==> config.mk <==
export PLATFORM = sky130hd
export DESIGN_NAME = lpr_redirect_table
export DESIGN_NICKNAME = d
export VERILOG_FILES = /design/src/rtl/lpr_pkg.sv /design/src/rtl/lpr_entry_file.sv /design/src/rtl/lpr_min_select.sv /design/src/rtl/lpr_reg_view.sv /design/src/rtl/lpr_redirect_table.sv
export SDC_FILE = /design/constraint.sdc
export NUM_CORES = 2
export LEC_CHECK = 0
export BUFFER_PORTS_ARGS = -buffer_cell sky130_fd_sc_hd__buf_4
export CAP_MARGIN = 10
export CORE_MARGIN = 1.5
export CORE_UTILIZATION = 30
export CTS_CLUSTER_DIAMETER = 40
export DETAILED_ROUTE_END_ITERATION = 16
export GPL_TIMING_DRIVEN = 0
export SYNTH_ARGS = -nofsm -noshare
export SYNTH_HDL_FRONTEND = slang
export SYNTH_SLANG_ARGS = --single-unit
==> constraint.sdc <==
create_clock -name clk_i -period 39.1 [get_ports clk_i]
set_clock_uncertainty 0.05 [all_clocks]
set_input_delay 1.955 -clock clk_i [delete_from_list [all_inputs] [get_ports clk_i]]
set_output_delay 1.955 -clock clk_i [all_outputs]
set_load 0.01 [all_outputs]
==> src/rtl/lpr_pkg.sv <==
package lpr_pkg;
  localparam int PRIO_W = 4;
  localparam int ID_W   = 8;

  typedef struct packed {
    logic              en;
    logic [PRIO_W-1:0] prio;
    logic [ID_W-1:0]   phys;
    logic [ID_W-1:0]   logi;
  } entry_t;

  // word layout of one record
  localparam int BIT_CLUSTER = 31;
  localparam int BIT_EN      = 23;
  localparam int BIT_PRIO_LO = 16;
  localparam int BIT_PHYS_LO = 8;
  localparam int BIT_LOGI_LO = 0;

  localparam logic [7:0] REG_BASE = 8'h80;
endpackage

==> src/rtl/lpr_entry_file.sv <==
module lpr_entry_file
  import lpr_pkg::*;
#(
  parameter int N_ENT = 16,
  localparam int IDX_W = $clog2(N_ENT)
) (
  input  logic                   clk_i,
  input  logic                   rst_ni,
  input  logic [1:0]             upd_valid_i,
  input  logic [1:0][IDX_W-1:0]  upd_idx_i,
  input  logic [1:0][31:0]       upd_a_i,
  input  logic [1:0][31:0]       upd_b_i,
  input  logic [N_ENT-1:0]       wr_hit_i,
  input  entry_t                 wr_ent_i,
  input  logic                   wr_cluster_i,
  output entry_t [N_ENT-1:0]     ent_o,
  output logic                   cluster_o
);
  entry_t [1:0] bus_ent;
  logic   [1:0] bus_cl;
  logic         unused_bus_bits;

  for (genvar b = 0; b < 2; b++) begin : g_bus
    assign bus_ent[b].logi = upd_a_i[b][11:4];
    assign bus_ent[b].phys = upd_a_i[b][19:12];
    assign bus_ent[b].prio = upd_b_i[b][27:24];
    assign bus_ent[b].en   = ~upd_b_i[b][31];
    assign bus_cl[b]       = upd_a_i[b][3];
  end

  assign unused_bus_bits = ^{upd_a_i[0][31:20], upd_a_i[0][2:0], upd_b_i[0][30:28], upd_b_i[0][23:0],
                             upd_a_i[1][31:20], upd_a_i[1][2:0], upd_b_i[1][30:28], upd_b_i[1][23:0]};

  entry_t [N_ENT-1:0] ent_q;

  for (genvar i = 0; i < N_ENT; i++) begin : g_ent
    logic hit0, hit1;
    assign hit0 = upd_valid_i[0] && (upd_idx_i[0] == IDX_W'(i));
    assign hit1 = upd_valid_i[1] && (upd_idx_i[1] == IDX_W'(i));

    always_ff @(posedge clk_i or negedge rst_ni) begin
      if (!rst_ni)          ent_q[i] <= '0;
      else if (hit0)        ent_q[i] <= bus_ent[0];
      else if (hit1)        ent_q[i] <= bus_ent[1];
      else if (wr_hit_i[i]) ent_q[i] <= wr_ent_i;
    end
  end

  // global mode bit lives beside record 0; any bus update refreshes it
  always_ff @(posedge clk_i or negedge rst_ni) begin
    if (!rst_ni)             cluster_o <= 1'b0;
    else if (upd_valid_i[0]) cluster_o <= bus_cl[0];
    else if (upd_valid_i[1]) cluster_o <= bus_cl[1];
    else if (wr_hit_i[0])    cluster_o <= wr_cluster_i;
  end

  assign ent_o = ent_q;
endmodule

==> src/rtl/lpr_min_select.sv <==
module lpr_min_select
  import lpr_pkg::*;
#(
  parameter int N_ENT = 16,
  localparam int IDX_W = $clog2(N_ENT)
) (
  input  entry_t [N_ENT-1:0] ent_i,
  output logic [IDX_W-1:0]   idx_o,
  output logic               none_o
);
  logic [PRIO_W-1:0] best_prio;
  logic              found;

  // ascending scan with strict compare keeps the lowest index on ties
  always_comb begin
    idx_o     = '0;
    best_prio = '1;
    found     = 1'b0;
    for (int i = 0; i < N_ENT; i++) begin
      if (ent_i[i].en && (!found || ent_i[i].prio < best_prio)) begin
        idx_o     = IDX_W'(i);
        best_prio = ent_i[i].prio;
        found     = 1'b1;
      end
    end
    none_o = !found;
  end
endmodule

==> src/rtl/lpr_reg_view.sv <==
module lpr_reg_view
  import lpr_pkg::*;
#(
  parameter int N_ENT = 16,
  localparam int IDX_W = $clog2(N_ENT)
) (
  input  logic               we_i,
  input  logic [7:0]         addr_i,
  input  logic [31:0]        wdata_i,
  input  entry_t [N_ENT-1:0] ent_i,
  input  logic               cluster_i,
  output logic [N_ENT-1:0]   wr_hit_o,
  output entry_t             wr_ent_o,
  output logic               wr_cluster_o,
  output logic [31:0]        rdata_o
);
  localparam int SPAN = 4 * N_ENT;

  logic [8:0]       off;
  logic             in_win;
  logic [IDX_W-1:0] idx;
  logic             unused_reg_bits;

  assign off    = {1'b0, addr_i} - {1'b0, REG_BASE};
  assign in_win = (addr_i >= REG_BASE) && ({1'b0, addr_i} < ({1'b0, REG_BASE} + 9'(SPAN)));
  assign idx    = off[IDX_W+1:2];

  assign unused_reg_bits = ^{off[8:IDX_W+2], off[1:0], wdata_i[30:24], wdata_i[22:20]};

  for (genvar i = 0; i < N_ENT; i++) begin : g_hit
    assign wr_hit_o[i] = we_i && in_win && (idx == IDX_W'(i));
  end

  assign wr_ent_o.en   = wdata_i[BIT_EN];
  assign wr_ent_o.prio = wdata_i[BIT_PRIO_LO +: PRIO_W];
  assign wr_ent_o.phys = wdata_i[BIT_PHYS_LO +: ID_W];
  assign wr_ent_o.logi = wdata_i[BIT_LOGI_LO +: ID_W];
  assign wr_cluster_o  = wdata_i[BIT_CLUSTER];

  always_comb begin
    rdata_o = '0;
    if (in_win) begin
      rdata_o[BIT_EN]                   = ent_i[idx].en;
      rdata_o[BIT_PRIO_LO +: PRIO_W]    = ent_i[idx].prio;
      rdata_o[BIT_PHYS_LO +: ID_W]      = ent_i[idx].phys;
      rdata_o[BIT_LOGI_LO +: ID_W]      = ent_i[idx].logi;
      rdata_o[BIT_CLUSTER]              = (idx == '0) && cluster_i;
    end
  end
endmodule

==> src/rtl/lpr_redirect_table.sv <==
module lpr_redirect_table
  import lpr_pkg::*;
#(
  parameter int N_ENT = 16,
  localparam int IDX_W = $clog2(N_ENT)
) (
  input  logic             clk_i,
  input  logic             rst_ni,
  input  logic             upd0_valid_i,
  input  logic [IDX_W-1:0] upd0_idx_i,
  input  logic [31:0]      upd0_a_i,
  input  logic [31:0]      upd0_b_i,
  input  logic             upd1_valid_i,
  input  logic [IDX_W-1:0] upd1_idx_i,
  input  logic [31:0]      upd1_a_i,
  input  logic [31:0]      upd1_b_i,
  input  logic             reg_we_i,
  input  logic [7:0]       reg_addr_i,
  input  logic [31:0]      reg_wdata_i,
  output logic [31:0]      reg_rdata_o,
  output logic [IDX_W-1:0] tgt_idx_o,
  output logic             tgt_none_o
);
  entry_t [N_ENT-1:0] ent_q;
  logic               cluster_q;
  logic [N_ENT-1:0]   wr_hit;
  entry_t             wr_ent;
  logic               wr_cluster;

  lpr_entry_file #(.N_ENT(N_ENT)) u_file (
    .clk_i        (clk_i),
    .rst_ni       (rst_ni),
    .upd_valid_i  ({upd1_valid_i, upd0_valid_i}),
    .upd_idx_i    ({upd1_idx_i, upd0_idx_i}),
    .upd_a_i      ({upd1_a_i, upd0_a_i}),
    .upd_b_i      ({upd1_b_i, upd0_b_i}),
    .wr_hit_i     (wr_hit),
    .wr_ent_i     (wr_ent),
    .wr_cluster_i (wr_cluster),
    .ent_o        (ent_q),
    .cluster_o    (cluster_q)
  );

  lpr_reg_view #(.N_ENT(N_ENT)) u_regs (
    .we_i         (reg_we_i),
    .addr_i       (reg_addr_i),
    .wdata_i      (reg_wdata_i),
    .ent_i        (ent_q),
    .cluster_i    (cluster_q),
    .wr_hit_o     (wr_hit),
    .wr_ent_o     (wr_ent),
    .wr_cluster_o (wr_cluster),
    .rdata_o      (reg_rdata_o)
  );

  lpr_min_select #(.N_ENT(N_ENT)) u_sel (
    .ent_i  (ent_q),
    .idx_o  (tgt_idx_o),
    .none_o (tgt_none_o)
  );
endmodule

==> metrics.md <==
| Metric | Value |
|---|---|
| Status | finished, final reports clean |
| Crit. End Element | output port |
| Max VDD drop | 0.0732 mV |
| H-Tree Level Count | 2 |
| Synth Flop Type | dfrtp_1 |
| Mapped cell area | roughly 25000 um^2 |
| Placed Cells | roughly 4.3k |
| CTS Hold Buffers Added | 0 |
| CP max FO | 10 |
| Startpoint Class | register |
| Ys async rst share | 100% |
| Crit path DAT | ~24 ns |
| Worst R2R Start | u_file.ent_o[165] |
| Finished Layout Cells | 4369 |
| Cts repair resizes | 0 |
| Top post-synthesis cells by area | dfrtp_1 33%, mux2i_1 13%, o21ai_0 9.9% |
| Synth top cells by count | 568 x nand2_1, 500 x o21ai_0, 337 x dfrtp_1 |
| Worst min-delay path class | register to register |
| Nets | 3445 |
| Vias | around 24k |
| GR Overflow Total | 0 |
| # IOs | 218 |
| Post-synthesis average cell area | 8.25 um^2 |
| CTS Buf Count | 53 |
| DR WL/cell | 23.3 um |
| Fmax | 38.1 MHz |
| Post-synth EDFFs | 0 |
| R2r setup slk | 37.80 ns |
| Distinct cell type count after synthesis | 107 |
| Final setup violation count | 0 |
| RSZ-0062 raised after global routing | false |
| Layout area overhead | 16.4% |
| Initial Utilization | 30.3% |
| Worst Tran Pin Value | 1.20 ns |
| WS Path Type | register to output port |
| Routed Antenna Nets | 0 |
| Top cell type's share of synthesized area | 33.3% |
| Post-synthesis sequential area ratio | 33.3% |
| CTS tree | done |
| Clk pwr share | 25.9% |
| Post-layout minimum cycle time | 26.26 ns |
| Post-route DRC | 0 |
| I/O Buffers | 107 |
| Final hold violations | 0 |
| Slew headroom | about 20% |
| CP max-delay cell | nor3b_1 |
| Pwr Density | 65.2 nW/um^2 |
| Row Count | 106 |
| Share of cells above drive strength 1 | 12.0% |
| Die area | 86100 um^2 |
| CP dominant cell by count | ha_1 |
| YS warnings | 0 |
| Sink Count | approximately 340 |
| Hold Startpoint | u_file.ent_o[42] |
| Reg2reg path depth | 3 |
| Comb pwr share | 47.9% |
| Net switching power of the design | 811 uW |
| First-pass GRT wire length | between 150000 and 200000 um |
| Hold Path Cell Cnt | 2 |
| Crit share post-route | 67.2% |
| WP data required | 37.09 ns |
| Net Sw Frac | 42.2% |
| Antenna violations before repair | 3 |
| Drt total wl | 102000 um |
| Mapped Cells | 3067 |
| Post-place setup slack | 13.73 ns |
| Post-CTS setup buffer count | 0 |
| Largest net degree at the start of global routing | 102 |
| Vias per cell | 5.55 |
| Vias in the first global route | 24.0k |
| Max clock buf depth | 3 |
| Final Wtd Congestion | 0.992 |
| Hpwl dp | 82900 um |
| Worst-path clk slew | 0.05 ns |
| Pint | 1110 uW |
| MaxCap Viol Count | 0 |
| CP max stage delay | 0.56 ns |
| Die width | between 200 and 300 um |
| Reg2reg end | u_file.ent_o[165] |
| Core ar. | 83600 um^2 |
| Synth Register Bits | around 340 |
| Max-slew violations | 0 |
| Root buffer cell | clkbuf_16 |
| Top-count cell post-synth | nand2_1 |
| Pleak | 0.0127 uW |
| Worst Hold End | u_file.ent_o[42] |
| Clk Latency, worst-skew pair | 0.63 ns |
| Setup_tns | 0 ns |
| Final Worst Setup Slack | approximately 13 ns |
| Die height | 293 um |
| Yosys top cell by area | dfrtp_1 |
| Number of detailed-route iterations in the first pass | 6 |
| Reg power frac | 26.2% |
| Tot GR Track Use | between 20% and 30% |
| DR iter-0 viols | around 2.4k |
==> placed cells by master (no fill, tap or decap), types with 7 or more instances in the layout <==
master and n:
nand2_1 568, o21ai_0 500, dfrtp_1 337, mux2i_1 317
a21oi_1 275, nor2_1 253, clkbuf_1 245, buf_4 117
mux4_2 105, clkbuf_16 53, inv_1 42, nand3_1 38
buf_1 32, and2_1 27, nor2b_1 19, nor3_1 19
ha_1 19, nand2b_1 15, o21ai_1 14, a221oi_1 13
conb_1 10, mux2_2 9, clkinv_4 9, or3_1 8
a21o_1 8, and3_1 8, or2_2 7, a31oi_1 7
o211ai_1 7, inv_6 7
==> registers in the layout (all words and copies together), names as in the netlist <==
name / count
u_file.ent_o: 336
u_file.cluster_o: 1
==> metrics by stage <==
step | cell area (um^2) | hold WS [ns] | total power (uW) | utilization (%)
floorplan | 25300 | 0.395 | 1140 | -
global placement | 27500 | 0.405 | 1400 | 32.9
detailed placement | 27600 | 0.415 | 1410 | 33.1
CTS | 29500 | 0.428 | 1910 | 35.3
global route | 29500 | 0.436 | 2040 | 35.3
finish | 29500 | 0.421 | 1920 | 35.3
==> worst max-delay path: cells and delay by family, from the launching register on <==
kind	cells	cell delay, ns
AOI/OAI and AO/OA	45	10.71
muxes	3	0.98
buffers and inverters	17	1.84
DFF	1	0.35
and+or+nand+nor	34	5.56
adders and majority gates	15	4.12
==> routing by layer <==
layer | vias to the layer above | track usage (%) | share of wire [%]
met1 | 11800 | 30.5 | 42
met4 | 2 | 11.1 | 5.0
li1 | 11200 | - | -
met2 | 1040 | 37.3 | 45
met3 | 227 | 4.05 | 7.5
met5 | - | 0 | 0.013
==> final cells by class <==
cell class                      instances  area (um^2)
Timing Repair Buffer                  114          943
Sequential cell                       337         8430
Inverter                               45          171
Antenna cell                            1         2.50
Clock buffer                           62         1410
Buffer                                290         1150
Multi-Input combinational cell       2404        15600
Tap cell                             1080         1350
Clock inverter                         36          420
Fill cell                            8755        54100
==> worst max-delay path by stage <==
stage	to	startpoint	cells after the start	slack, ns
after floorplan	tgt_idx_o[2]	u_file.ent_o[20]	112	17.15
after global placement	tgt_idx_o[3]	u_file.ent_o[20]	115	13.71
after detailed placement	tgt_idx_o[2]	u_file.ent_o[20]	115	13.73
after CTS	tgt_idx_o[2]	u_file.ent_o[20]	114	12.98
after global routing	tgt_idx_o[2]	u_file.ent_o[20]	117	10.64
final	tgt_idx_o[2]	u_file.ent_o[20]	114	12.84
==> power by group through the flow <==
stage | Sequential, uW | Combinational [uW] | Clock [uW]
6_report | 503 | 920 | 497
4_1_cts | 501 | 907 | 500
3_5_place_dp | 506 | 902 | 0
2_1_floorplan | 478 | 660 | 0
5_1_grt | 513 | 1010 | 515
3_3_place_gp | 504 | 892 | 0
==> logic make-up after synthesis <==
family / count (synthesis) / share of synthesized area, %
xor gates and xnor gates: 6 / 0.208
other: 1 / 0.0148
adders and majority gates: 26 / 1.23
AOI/OAI and AO/OA: 927 / 21.0
muxes: 434 / 22.4
DFF: 337 / 33.3
and+or+nand+nor: 1001 / 16.6
buffers and inverters: 335 / 5.21
(Power assumes the default switching activity.)
